File: config.mk
export PLATFORM = sky130hd
export DESIGN_NAME = bus_ack_gen
export DESIGN_NICKNAME = d
export VERILOG_FILES = /design/src/rtl/bus_ack_pkg.sv /design/src/rtl/bus_ack_datapath.sv /design/src/rtl/bus_ack_ctrl.sv /design/src/rtl/bus_ack_gen.sv
export SDC_FILE = /design/constraint.sdc
export NUM_CORES = 1
export LEC_CHECK = 0
export CORE_MARGIN = 4
export CORE_UTILIZATION = 45
export DETAILED_ROUTE_END_ITERATION = 6
export GPL_TIMING_DRIVEN = 0
export PLACE_DENSITY_LB_ADDON = 0.3
export RECOVER_POWER = 100
export SYNTH_ARGS = -nofsm -noshare
export SYNTH_HDL_FRONTEND = slang
export SYNTH_HIERARCHICAL = 1
export SYNTH_SLANG_ARGS = --single-unit
File: constraint.sdc
create_clock -name clk -period 3.45 [get_ports clk]
set_input_delay 0.345 -clock clk [delete_from_list [all_inputs] [get_ports clk]]
set_output_delay 0.345 -clock clk [all_outputs]
set_load 0.01 [all_outputs]
File: src/rtl/bus_ack_pkg.sv
package bus_ack_pkg;
  localparam int NUM_REGIONS = 4;
  localparam int REGION_W    = $clog2(NUM_REGIONS);
  localparam int WAIT_W      = 4;
  localparam int TIMEOUT     = 64;
  localparam int CNT_W       = $clog2(TIMEOUT);

  typedef struct packed {
    logic              unmapped;
    logic [WAIT_W-1:0] waitCount;
  } regionCfg_t;

  // strobes from control to datapath
  typedef struct packed {
    logic start;   // latch region entry, clear counter
    logic count;   // advance elapsed counter
    logic laneEn;  // cycle in progress, drive lanes
  } ctrlStrobe_t;

  typedef enum logic [2:0] {
    ST_IDLE, ST_WAIT, ST_ACK, ST_BERR, ST_RECOVER
  } busState_t;
endpackage

File: src/rtl/bus_ack_datapath.sv
module bus_ack_datapath
  import bus_ack_pkg::*;
(
  input  logic                clk,
  input  logic                rstN,
  input  logic                asN,
  input  logic                udsN,
  input  logic                ldsN,
  input  logic [REGION_W-1:0] regionSel,
  input  logic                cfgWe,
  input  logic [REGION_W-1:0] cfgIdx,
  input  logic [WAIT_W-1:0]   cfgWait,
  input  logic                cfgUnmapped,
  input  ctrlStrobe_t         ctl,
  output logic                asSync,
  output logic                dsIdle,
  output regionCfg_t          curEntry,
  output logic [CNT_W-1:0]    elapsed,
  output logic                laneUpper,
  output logic                laneLower
);
  localparam logic [CNT_W-1:0] LAST = CNT_W'(TIMEOUT - 1);

  logic [2:0] syncA, syncB;  // {as, uds, lds}
  regionCfg_t cfgTable [NUM_REGIONS];

  always_ff @(posedge clk or negedge rstN) begin
    if (!rstN) begin
      syncA <= 3'b111;
      syncB <= 3'b111;
    end else begin
      syncA <= {asN, udsN, ldsN};
      syncB <= syncA;
    end
  end

  assign asSync = syncB[2];
  assign dsIdle = syncB[1] & syncB[0];

  for (genvar g = 0; g < NUM_REGIONS; g++) begin : g_region
    always_ff @(posedge clk or negedge rstN) begin
      if (!rstN) begin
        cfgTable[g] <= '0;
      end else if (cfgWe && cfgIdx == REGION_W'(g)) begin
        cfgTable[g] <= '{unmapped: cfgUnmapped, waitCount: cfgWait};
      end
    end
  end

  always_ff @(posedge clk or negedge rstN) begin
    if (!rstN) begin
      curEntry <= '0;
      elapsed  <= '0;
    end else if (ctl.start) begin
      curEntry <= cfgTable[regionSel];
      elapsed  <= '0;
    end else if (ctl.count && elapsed != LAST) begin
      elapsed <= elapsed + 1'b1;
    end
  end

  assign laneUpper = ctl.laneEn & ~syncB[1];
  assign laneLower = ctl.laneEn & ~syncB[0];

  // counter only moves on a control strobe
  p_count_gated_r7: assert property (@(posedge clk) disable iff (!rstN)
    (!ctl.start && !ctl.count) |=> $stable(elapsed));

  // lanes only while a cycle is active
  p_lanes_active_r2: assert property (@(posedge clk) disable iff (!rstN)
    (laneUpper || laneLower) |-> ctl.laneEn);
endmodule

File: src/rtl/bus_ack_ctrl.sv
module bus_ack_ctrl
  import bus_ack_pkg::*;
(
  input  logic             clk,
  input  logic             rstN,
  input  logic             asSync,
  input  logic             dsIdle,
  input  regionCfg_t       curEntry,
  input  logic [CNT_W-1:0] elapsed,
  output ctrlStrobe_t      ctl,
  output logic             dtackN,
  output logic             berrN
);
  localparam logic [CNT_W-1:0] LAST = CNT_W'(TIMEOUT - 1);

  busState_t state, nextState;
  logic allHigh;

  assign allHigh = asSync & dsIdle;

  always_comb begin
    nextState  = state;
    ctl        = '0;
    ctl.laneEn = (state == ST_WAIT) || (state == ST_ACK);
    unique case (state)
      ST_IDLE: if (!asSync) begin
        nextState = ST_WAIT;
        ctl.start = 1'b1;
      end
      ST_WAIT: begin
        ctl.count = 1'b1;
        if (elapsed == LAST)
          nextState = ST_BERR;
        else if (!curEntry.unmapped && elapsed == CNT_W'(curEntry.waitCount))
          nextState = ST_ACK;
      end
      ST_ACK:     if (allHigh) nextState = ST_RECOVER;
      ST_BERR:    if (asSync)  nextState = ST_RECOVER;
      ST_RECOVER: if (allHigh) nextState = ST_IDLE;
      default:    nextState = ST_IDLE;
    endcase
  end

  always_ff @(posedge clk or negedge rstN) begin
    if (!rstN) state <= ST_IDLE;
    else       state <= nextState;
  end

  assign dtackN = (state != ST_ACK);
  assign berrN  = (state != ST_BERR);

  p_ack_mapped_r7: assert property (@(posedge clk) disable iff (!rstN)
    $fell(dtackN) |-> !$past(curEntry.unmapped));

  p_ack_count_r4: assert property (@(posedge clk) disable iff (!rstN)
    $fell(dtackN) |-> $past(elapsed) == CNT_W'($past(curEntry.waitCount)));

  p_ack_hold_r6: assert property (@(posedge clk) disable iff (!rstN)
    (!dtackN && !allHigh) |=> !dtackN);

  p_berr_timeout_r7: assert property (@(posedge clk) disable iff (!rstN)
    $fell(berrN) |-> $past(elapsed) == LAST);

  p_berr_hold_r8: assert property (@(posedge clk) disable iff (!rstN)
    (!berrN && !asSync) |=> !berrN);

  p_exclusive_r9: assert property (@(posedge clk) disable iff (!rstN)
    !(!dtackN && !berrN));

  p_recover_r10: assert property (@(posedge clk) disable iff (!rstN)
    $rose(dtackN) |=> (dtackN && berrN));
endmodule

File: src/rtl/bus_ack_gen.sv
module bus_ack_gen
  import bus_ack_pkg::*;
(
  input  logic                clk,
  input  logic                rstN,
  input  logic                asN,
  input  logic                udsN,
  input  logic                ldsN,
  input  logic [REGION_W-1:0] regionSel,
  input  logic                cfgWe,
  input  logic [REGION_W-1:0] cfgIdx,
  input  logic [WAIT_W-1:0]   cfgWait,
  input  logic                cfgUnmapped,
  output logic                dtackN,
  output logic                berrN,
  output logic                laneUpper,
  output logic                laneLower
);
  ctrlStrobe_t      ctl;
  logic             asSync, dsIdle;
  regionCfg_t       curEntry;
  logic [CNT_W-1:0] elapsed;

  bus_ack_datapath u_dp (
    .clk, .rstN, .asN, .udsN, .ldsN, .regionSel,
    .cfgWe, .cfgIdx, .cfgWait, .cfgUnmapped,
    .ctl, .asSync, .dsIdle, .curEntry, .elapsed,
    .laneUpper, .laneLower
  );

  bus_ack_ctrl u_ctrl (
    .clk, .rstN, .asSync, .dsIdle, .curEntry, .elapsed,
    .ctl, .dtackN, .berrN
  );
endmodule

==> results of run 1 <==
==> per-layer routing <==
layer	wire length [µm]	share of wire	global-route usage
met5	0	0	0
met4	10	0.0031	0.0369
met3	124	0.038	0.0427
met2	1730	0.53	0.249
met1	1370	0.42	0.166
==> state kept, by name, summed over array words and instances (netlist names) <==
register,cells
u_dp/cfgTable,20
u_dp/elapsed,6
u_dp/curEntry,5
u_ctrl/state,3
u_dp/syncA,3
u_dp/syncB,3
==> how the worst max path moves through the flow <==
stage / to / slack (ns) / cells after the start
finish: laneLower / 1.18 / 5
global route: laneUpper / 1.04 / 5
CTS: laneLower / 1.21 / 5
detailed placement: u_dp/elapsed[4]$_DFFE_PN0P_ / 1.52 / 8
global placement: u_dp/cfgTable[10]$_DFFE_PN0P_ / 1.14 / 1
floorplan: u_dp/elapsed[0]$_DFFE_PN0P_ / 1.79 / 6
==> worst max-delay path, cell delays in order (launching register included) <==
cell and delay (ns):
sky130_fd_sc_hd__dfrtp_1 0.33, sky130_fd_sc_hd__clkbuf_1 0.33, sky130_fd_sc_hd__xnor2_1 0.12, sky130_fd_sc_hd__nor2_1 0.12
sky130_fd_sc_hd__nor2b_1 0.13, sky130_fd_sc_hd__dlygate4sd3_1 0.61
==> cells by family (layout without fill, tap and decap cells) <==
logic type,after synthesis,count (layout),share of synthesized area
flip-flops,40,40,0.528
AND/OR/NAND/NOR,40,40,0.125
buffers and inverters,10,35,0.0269
adder cells (fa/ha/maj),1,1,0.00655
multiplexers,31,31,0.221
AO/OA/AOI/OAI,16,16,0.0616
XOR/XNOR,5,5,0.0308
==> metrics by stage <==
stage	total power, mW	hold WS, ns	utilization
2_1_floorplan	1.12	0.0494	-
3_3_place_gp	1.25	0.346	0.528
3_5_place_dp	1.28	0.348	0.527
4_1_cts	1.58	0.188	0.548
5_1_grt	1.63	0.362	0.540
6_report	1.51	0.358	0.540
==> power groups by stage <==
stage,clock [mW],combinational [mW],sequential [mW]
final,0.296,0.510,0.705
after global routing,0.330,0.576,0.727
after CTS,0.309,0.563,0.709
after detailed placement,0,0.560,0.717
after global placement,0,0.539,0.710
after floorplan,0,0.440,0.684
==> cell usage in the layout (no fill, tap or decap), types with 2 or more instances in the layout <==
cell                              instances
sky130_fd_sc_hd__xor2_1                   2
sky130_fd_sc_hd__nand3b_1                 3
sky130_fd_sc_hd__nor4_1                   2
sky130_fd_sc_hd__clkbuf_1                 6
sky130_fd_sc_hd__clkbuf_8                 5
sky130_fd_sc_hd__nor2_1                   7
sky130_fd_sc_hd__nor3b_1                  4
sky130_fd_sc_hd__dlygate4sd3_1            8
sky130_fd_sc_hd__nor2b_1                  2
sky130_fd_sc_hd__mux4_2                   5
sky130_fd_sc_hd__a211oi_1                 3
sky130_fd_sc_hd__inv_1                    3
sky130_fd_sc_hd__nand4b_1                 2
sky130_fd_sc_hd__dfrtp_1                 34
sky130_fd_sc_hd__nand4_1                  2
sky130_fd_sc_hd__a31oi_1                  2
sky130_fd_sc_hd__clkinv_2                 2
sky130_fd_sc_hd__xor2_2                   2
sky130_fd_sc_hd__nand2_1                  7
sky130_fd_sc_hd__nand3_1                  2
sky130_fd_sc_hd__mux2_2                  20
sky130_fd_sc_hd__mux2_1                   4
sky130_fd_sc_hd__nor3_1                   3
sky130_fd_sc_hd__a41oi_1                  2
sky130_fd_sc_hd__clkdlybuf4s50_1          8
sky130_fd_sc_hd__nand2b_1                 2
sky130_fd_sc_hd__dfstp_2                  6
sky130_fd_sc_hd__o211ai_1                 2
==> cell type report <==
type | instances | area [µm²]
tap | 50 | 62.6
timing repair buffer | 17 | 164
inverter | 3 | 11.3
multi-input combinational | 93 | 823
fill | 349 | 1870
buffer | 7 | 35.0
clock buffer | 5 | 68.8
sequential | 40 | 1010
clock inverter | 3 | 18.8
==> run summary, run 1 <==
In the final routed layout, each cell accounts on average for 14.8 µm. When the netlist entered floorplanning its net count stood at around 160. The largest driver fanout on the critical path is 9. The number of global-route vias before repair is between 1,000 and 1,500.

The count of maximum capacitance violations is 1. The worst-case IR drop observed on VDD is 309 µV. The final-report setup violation count is 0.

The number of placed cells counting well taps came out at 210. In this run the most critical hold path is launched from u_dp/syncA[2]$_DFF_PN1_. Of the available clock period, the critical path in the final layout requires 0.657. The placeable core region is between 4000 and 5000 µm². The internal portion of the total power is ~1 mW. STA classifies the critical path endpoint as an output pin. The number of library cell types mapped by synthesis came out at 43. The worst slew slack as a fraction of its limit is -0.355. The beginning of the worst register-to-register path is u_ctrl/state[1]$_DFFE_PN0P_. The cell depth of the worst hold path is 0. The netlist area before placement came out at 1910 µm².

The clock tree synthesis step divided the H-tree into 2 levels. The net switching power is slightly above 0.5 mW. The die boundary height is 73.1 µm. The number of slew-limit violations in the final report is 41.

The placer's final routability congestion estimate came out at between 0.8 and 0.9. The signal arrival time at the worst endpoint is approximately 1.9 ns. After synthesis the netlist holds a flip-flop and latch count of 40. The setup slack of the worst register-to-register path came out at about 1.4 ns. By instance count, the leading cell after synthesis is sky130_fd_sc_hd__dfrtp_1.

The dominant register cell in the synthesized netlist is sky130_fd_sc_hd__dfrtp_1. The post-synthesis to final-layout area growth is 14.8%. For hold timing, the worst endpoint is u_dp/syncB[2]$_DFF_PN1_. In this run the static leakage power is approximately 0.87 nW.

The area after detailed placement is approximately 2100 µm². The initial antenna violation count is 0. The clock arrives with between 0.009 and 0.01 ns of skew.

The number of port buffers came out at 17. The first routing iteration left between 50 and 60 violations. The most area-hungry cell type in the Yosys netlist is sky130_fd_sc_hd__dfrtp_1. The detailed-route wire length came out at about 3.2 mm. Entering global routing, the biggest net connects 41 pins.

Data on the critical path is required at its endpoint by between 3 and 4 ns. The mean instance size in the synthesized netlist came out at ~13 µm². The via count normalized by instance count came out at approximately 5.4.

The total overflow reported by the global router came out at 0. By area the synthesized netlist is led by sky130_fd_sc_hd__dfrtp_1 45%, sky130_fd_sc_hd__mux2_2 12%, sky130_fd_sc_hd__dfstp_2 8.3%, sky130_fd_sc_hd__mux4_2 5.9%, sky130_fd_sc_hd__mux2_4 3.9%. The tightest min-delay check is of the flop to flop type. In the final timing run, aggregate negative setup slack is 0 ns.

The share of total power dissipated in the clock network is 0.196. The clock tree from TritonCTS is done. The floorplan die width came out at about 73 µm.

The area of all placed cells without fillers is roughly 2200 µm². The area share of the largest cell type after synthesis came out at 0.446. In this run the power density over the cells is around 700 nW/µm².

The worst register-to-register path ends at u_dp/elapsed[0]$_DFFE_PN0P_. The hold-fix buffer count after cts came out at 0. The number of nets with antenna violations after routing came out at 0.

The sum of net half-perimeters after detailed placement is roughly 2.4 mm. Setup repair after global routing left no endpoint under its margin. In this run the deepest clock path goes through 2 buffers. The number of failing hold endpoints at the final stage is 0. The antenna diode count came out at 0. The initial cell density of the core came out at 0.471. The Yosys step of the flow raised 6 warnings. The clock edge transition at the registers on the reported setup and hold paths is 0.08 ns. For this run, the register share of the synthesized area comes to 0.528. The share of synthesized flip-flops with an asynchronous set or reset came out at 1.00.

The relative contribution of combinational cells to total power is 0.337. The switching part of the total power is 0.334. The number of enable flip-flop cells after synthesis came out at 0.

The total global-route track usage came out at 0.141. The register share of total power came out at 0.467. The worst setup timing slack at the placement stage is between 1.5 and 2 ns. The fraction of final layout cells with drive strength greater than 1 came out at 0.262. The later-pin clock latency in the skew report is ~0.29 ns. The checks that failed: max-capacitance violations, max-slew violations. By count the netlist is led by 34 x sky130_fd_sc_hd__dfrtp_1, 20 x sky130_fd_sc_hd__mux2_2, 7 x sky130_fd_sc_hd__nand2_1, 7 x sky130_fd_sc_hd__nor2_1, 6 x sky130_fd_sc_hd__dfstp_2.

The global-route wire length before repair is about 5.8 mm. The cell at the root of the clock tree is sky130_fd_sc_hd__clkbuf_8. The peak clock frequency supported by timing came out at between 400 and 500 MHz. Counting every sink on the clock net gives 40. The top-level port count came out at 19.

The count of TritonRoute iterations in the first routing pass is 4. The number of vias in the routed layout came out at about 1,200. The final standard cell count with taps included and fillers excluded is about 220. The die covers 5350 µm². The final setup slack of the worst path came out at 1.18 ns.

The number of clock buffers added by TritonCTS is 5. The flow ran to the end, but the final reports show violations. The total setup buffers inserted after CTS came out at 0. The smallest clock period supported by the final layout is computed as 2.27 ns. The worst setup path is launched from a flop. The startpoint of the worst setup timing path is u_ctrl/state[1]$_DFFE_PN0P_. The final routed DRC violation total is 0. At the pin with the least slew margin, the transition time is between 2 and 2.5 ns. The number of standard-cell rows in the floorplan came out at 23. The depth of the worst register-to-register path came out at 6.

The count of instances resized after the clock tree is built is 0. The worst setup path is of the flop to output pin kind. For this run, the post-layout net count is 183. The gate count of the mapped netlist came out at between 100 and 150.
(Power assumes the default switching activity.)
==> run 2, diff against run 1 <==
clock period = 1.85 ns   (was 3.45 ns; I/O delays follow)
==> run summary, run 2 (synthesis gave the netlist of run 1 again) <==
The flow ran to the end, and the final reports show no timing, DRC or antenna violations. Across all hold checks on the routed design, the worst slack comes to 0.0285 ns. The hold-fix buffer count after cts is 0.

Leaving out fill and tap cells, the most frequent cell in the layout is sky130_fd_sc_hd__dfrtp_1. The via count normalized by instance count came out at approximately 5.5. TritonCTS built the clock tree. The signal arrival time at the worst endpoint came out at between 1.5 and 2 ns. The final standard cell count with taps included and fillers excluded came out at about 220.

The die boundary height is around 73 µm. The register with the most flip-flops is u_dp/cfgTable. The beginning of the worst register-to-register path is u_ctrl/state[1]$_DFFE_PN0P_. The worst clock skew came out at 0.0105 ns. The worst setup path is launched from a flop. Global routing finished with a remaining overflow of 0. The peak clock frequency supported by timing is 584 MHz.

Max-cap violations in this run came to 0. The number of port buffers is 17. The number of slew-limit violations in the final report came out at 0. The overall die area is roughly 5300 µm².

CTS built an H-tree with a depth of 2. The number of standard-cell rows in the floorplan came out at 23. In this run the worst hold path is classified as input port to asynchronous set/reset pin. The required time at the worst-slack endpoint is ~1.7 ns.

The leakage power total is ~0.90 nW. The category of the most critical setup path is flop to output pin. Counting the buffers created by CTS gives 5. The fraction of final layout cells with drive strength greater than 1 is 0.315. The routed layout has about 1,200 vias. The total global-route track usage came out at 0.144.

The sum of net half-perimeters after detailed placement is 2.37 mm. The placer's final routability congestion estimate is between 0.8 and 0.9. The pin count of the biggest net entering global routing is between 40 and 50. The startpoint of the worst setup timing path is u_ctrl/state[1]$_DFFE_PN0P_. For this configuration, the core starts out at a cell density of 0.471. The pre-antenna-repair detailed-routing pass consisted of 4 iterations.

The worst slew slack as a fraction of its limit came out at 0.367. The number of placed cells counting well taps is 210. The clock reaches the later pin of the worst-skew pair after 0.29 ns. The antenna diode count came out at 0. After clock tree synthesis, the clock-pin slew on the worst setup and hold paths is approximately 0.08 ns. Setup repair after global routing left no endpoint under its margin.

The post-layout total power came out at ~2.9 mW. The top-level port count came out at 19. Compared with the post-synthesis result, the final layout area differs by 16.5%. Wires add up to about 3.2 mm.

The initial antenna violation count came to 0. The power per cell area is 1290 nW/µm². The largest driver fanout on the critical path is 6. The floorplan die width came out at ~73 µm. The layout net count is approximately 180. The global-route wire length before repair came out at slightly below 6 mm. The number of fill cells came out at ~350. In the final routed layout, each cell accounts on average for around 15 µm. The detail route stage leaves a number of antenna-violating nets equal to 0. The final setup slack of the worst path came out at between 0.1 and 0.15 ns. The worst-case IR drop observed on VDD is around 570 µV. The largest registers in the layout are u_dp/cfgTable (20), u_dp/elapsed (6), u_dp/curEntry (5). The pin slew with the least headroom to its limit came out at about 0.95 ns. The worst setup timing slack at the placement stage is -0.0805 ns.

STA classifies the critical path endpoint as an output pin. The time the final worst path needs with I/O delays and setup came out at ~1.7 ns. The library cells used most frequently in the layout, excluding fill and tap cells, are 33 x sky130_fd_sc_hd__dfrtp_1, 20 x sky130_fd_sc_hd__mux2_2, 9 x sky130_fd_sc_hd__clkdlybuf4s50_1, 7 x sky130_fd_sc_hd__nor2_1, 7 x sky130_fd_sc_hd__nand2_1.

The number of failing hold endpoints at the final stage is 0. The final routed DRC violation total is 0. The cell at the root of the clock tree is sky130_fd_sc_hd__clkbuf_8. The register with the most flip-flops in the layout has 20 of them. After floorplanning, the core was sized to cover 4060 µm². The detailed router finished its first iteration with between 70 and 80 violations. In the finished design, the share of the clock period the worst path needs comes to 0.926. The number of global-route vias before repair came out at ~1,300. The number of sinks driven by the clock tree is 40. No sink is reached through more buffers than the 2 on the longest clock path. Setup violations remaining at the end of the flow were counted as 0.
==> run 2: cell types whose count changed in the layout (fill, tap and decap cells not counted), sizes merged <==
cell and change:
buf +4, clkbuf -4, clkdlybuf4s50 +1, dlygate4sd2 +2, dlygate4sd3 -4, dlymetal6s2s +1
==> run 2: area by class of cell <==
type,instances,area (µm²),area share
plain buffers,4,31.3,0.0141
repair buffers,20,188,0.0844
clock inverters,3,18.8,0.00844
well taps,50,62.6,0.0281
clock buffers,5,68.8,0.0309
inverters,3,11.3,0.00506
multi-input cells,93,835,0.375
flip-flops and latches,40,1010,0.454
==> run 2: stage by stage <==
stage | cell area, µm² | util | setup TNS (ns)
4_1_cts | 2240 | 0.552 | 0
3_3_place_gp | 2140 | 0.528 | -10.13
2_1_floorplan | 1910 | - | 0
5_1_grt | 2220 | 0.548 | 0
3_5_place_dp | 2140 | 0.527 | -0.128
6_report | 2220 | 0.548 | 0
==> run 2: per-layer routing <==
| layer | part of all wire | global-route usage | vias up |
|---|---|---|---|
| li1 | - | - | 579 |
| met1 | 0.41 | 0.167 | 597 |
| met2 | 0.54 | 0.256 | 26 |
| met3 | 0.043 | 0.0427 | 2 |
| met4 | 0.0031 | 0.0369 | 0 |
| met5 | 0 | 0 | - |
==> run 2: worst paths after layout <==
| path | end | slack, ns | cells after the start |
|---|---|---|---|
| setup / recovery | berrN | 0.14 | 3 |
| hold / removal | u_ctrl/state[2]$_DFFE_PN0P_ | 0.03 | 1 |
| setup reg to reg | u_dp/elapsed[5]$_DFFE_PN0P_ | 0.19 | 5 |
| hold reg to reg | u_dp/syncB[2]$_DFF_PN1_ | 0.36 | 0 |
| max in group asynchronous | u_ctrl/state[0]$_DFFE_PN0P_ | 1.18 | 1 |
| min in group clk | u_dp/syncB[2]$_DFF_PN1_ | 0.36 | 0 |
==> run 2: power by group <==
part,internal (mW),switching [mW],leakage (nW)
registers,1.11,0.227,0.471
logic,0.541,0.431,0.380
clock network,0.262,0.291,0.0479
total,1.91,0.949,0.899
==> run 2: repair_timing <==
item                       in CTS  in global routing
setup endpoints to repair       6                  9
resized for setup               4                  3
setup buffers                   3                  0
==> run 2: worst max-delay path, stage by stage (launching register included) <==
cell and delay (ns):
sky130_fd_sc_hd__dfrtp_1 0.43, sky130_fd_sc_hd__buf_4 0.17, sky130_fd_sc_hd__nand3b_1 0.10, sky130_fd_sc_hd__clkdlybuf4s50_1 0.54
==> run 3, diff against run 2 <==
CTS_CLUSTER_DIAMETER = 40   (was not set)
==> results of run 3 <==
Same layout as run 2: the final DEF is identical, and so are final timing and power.
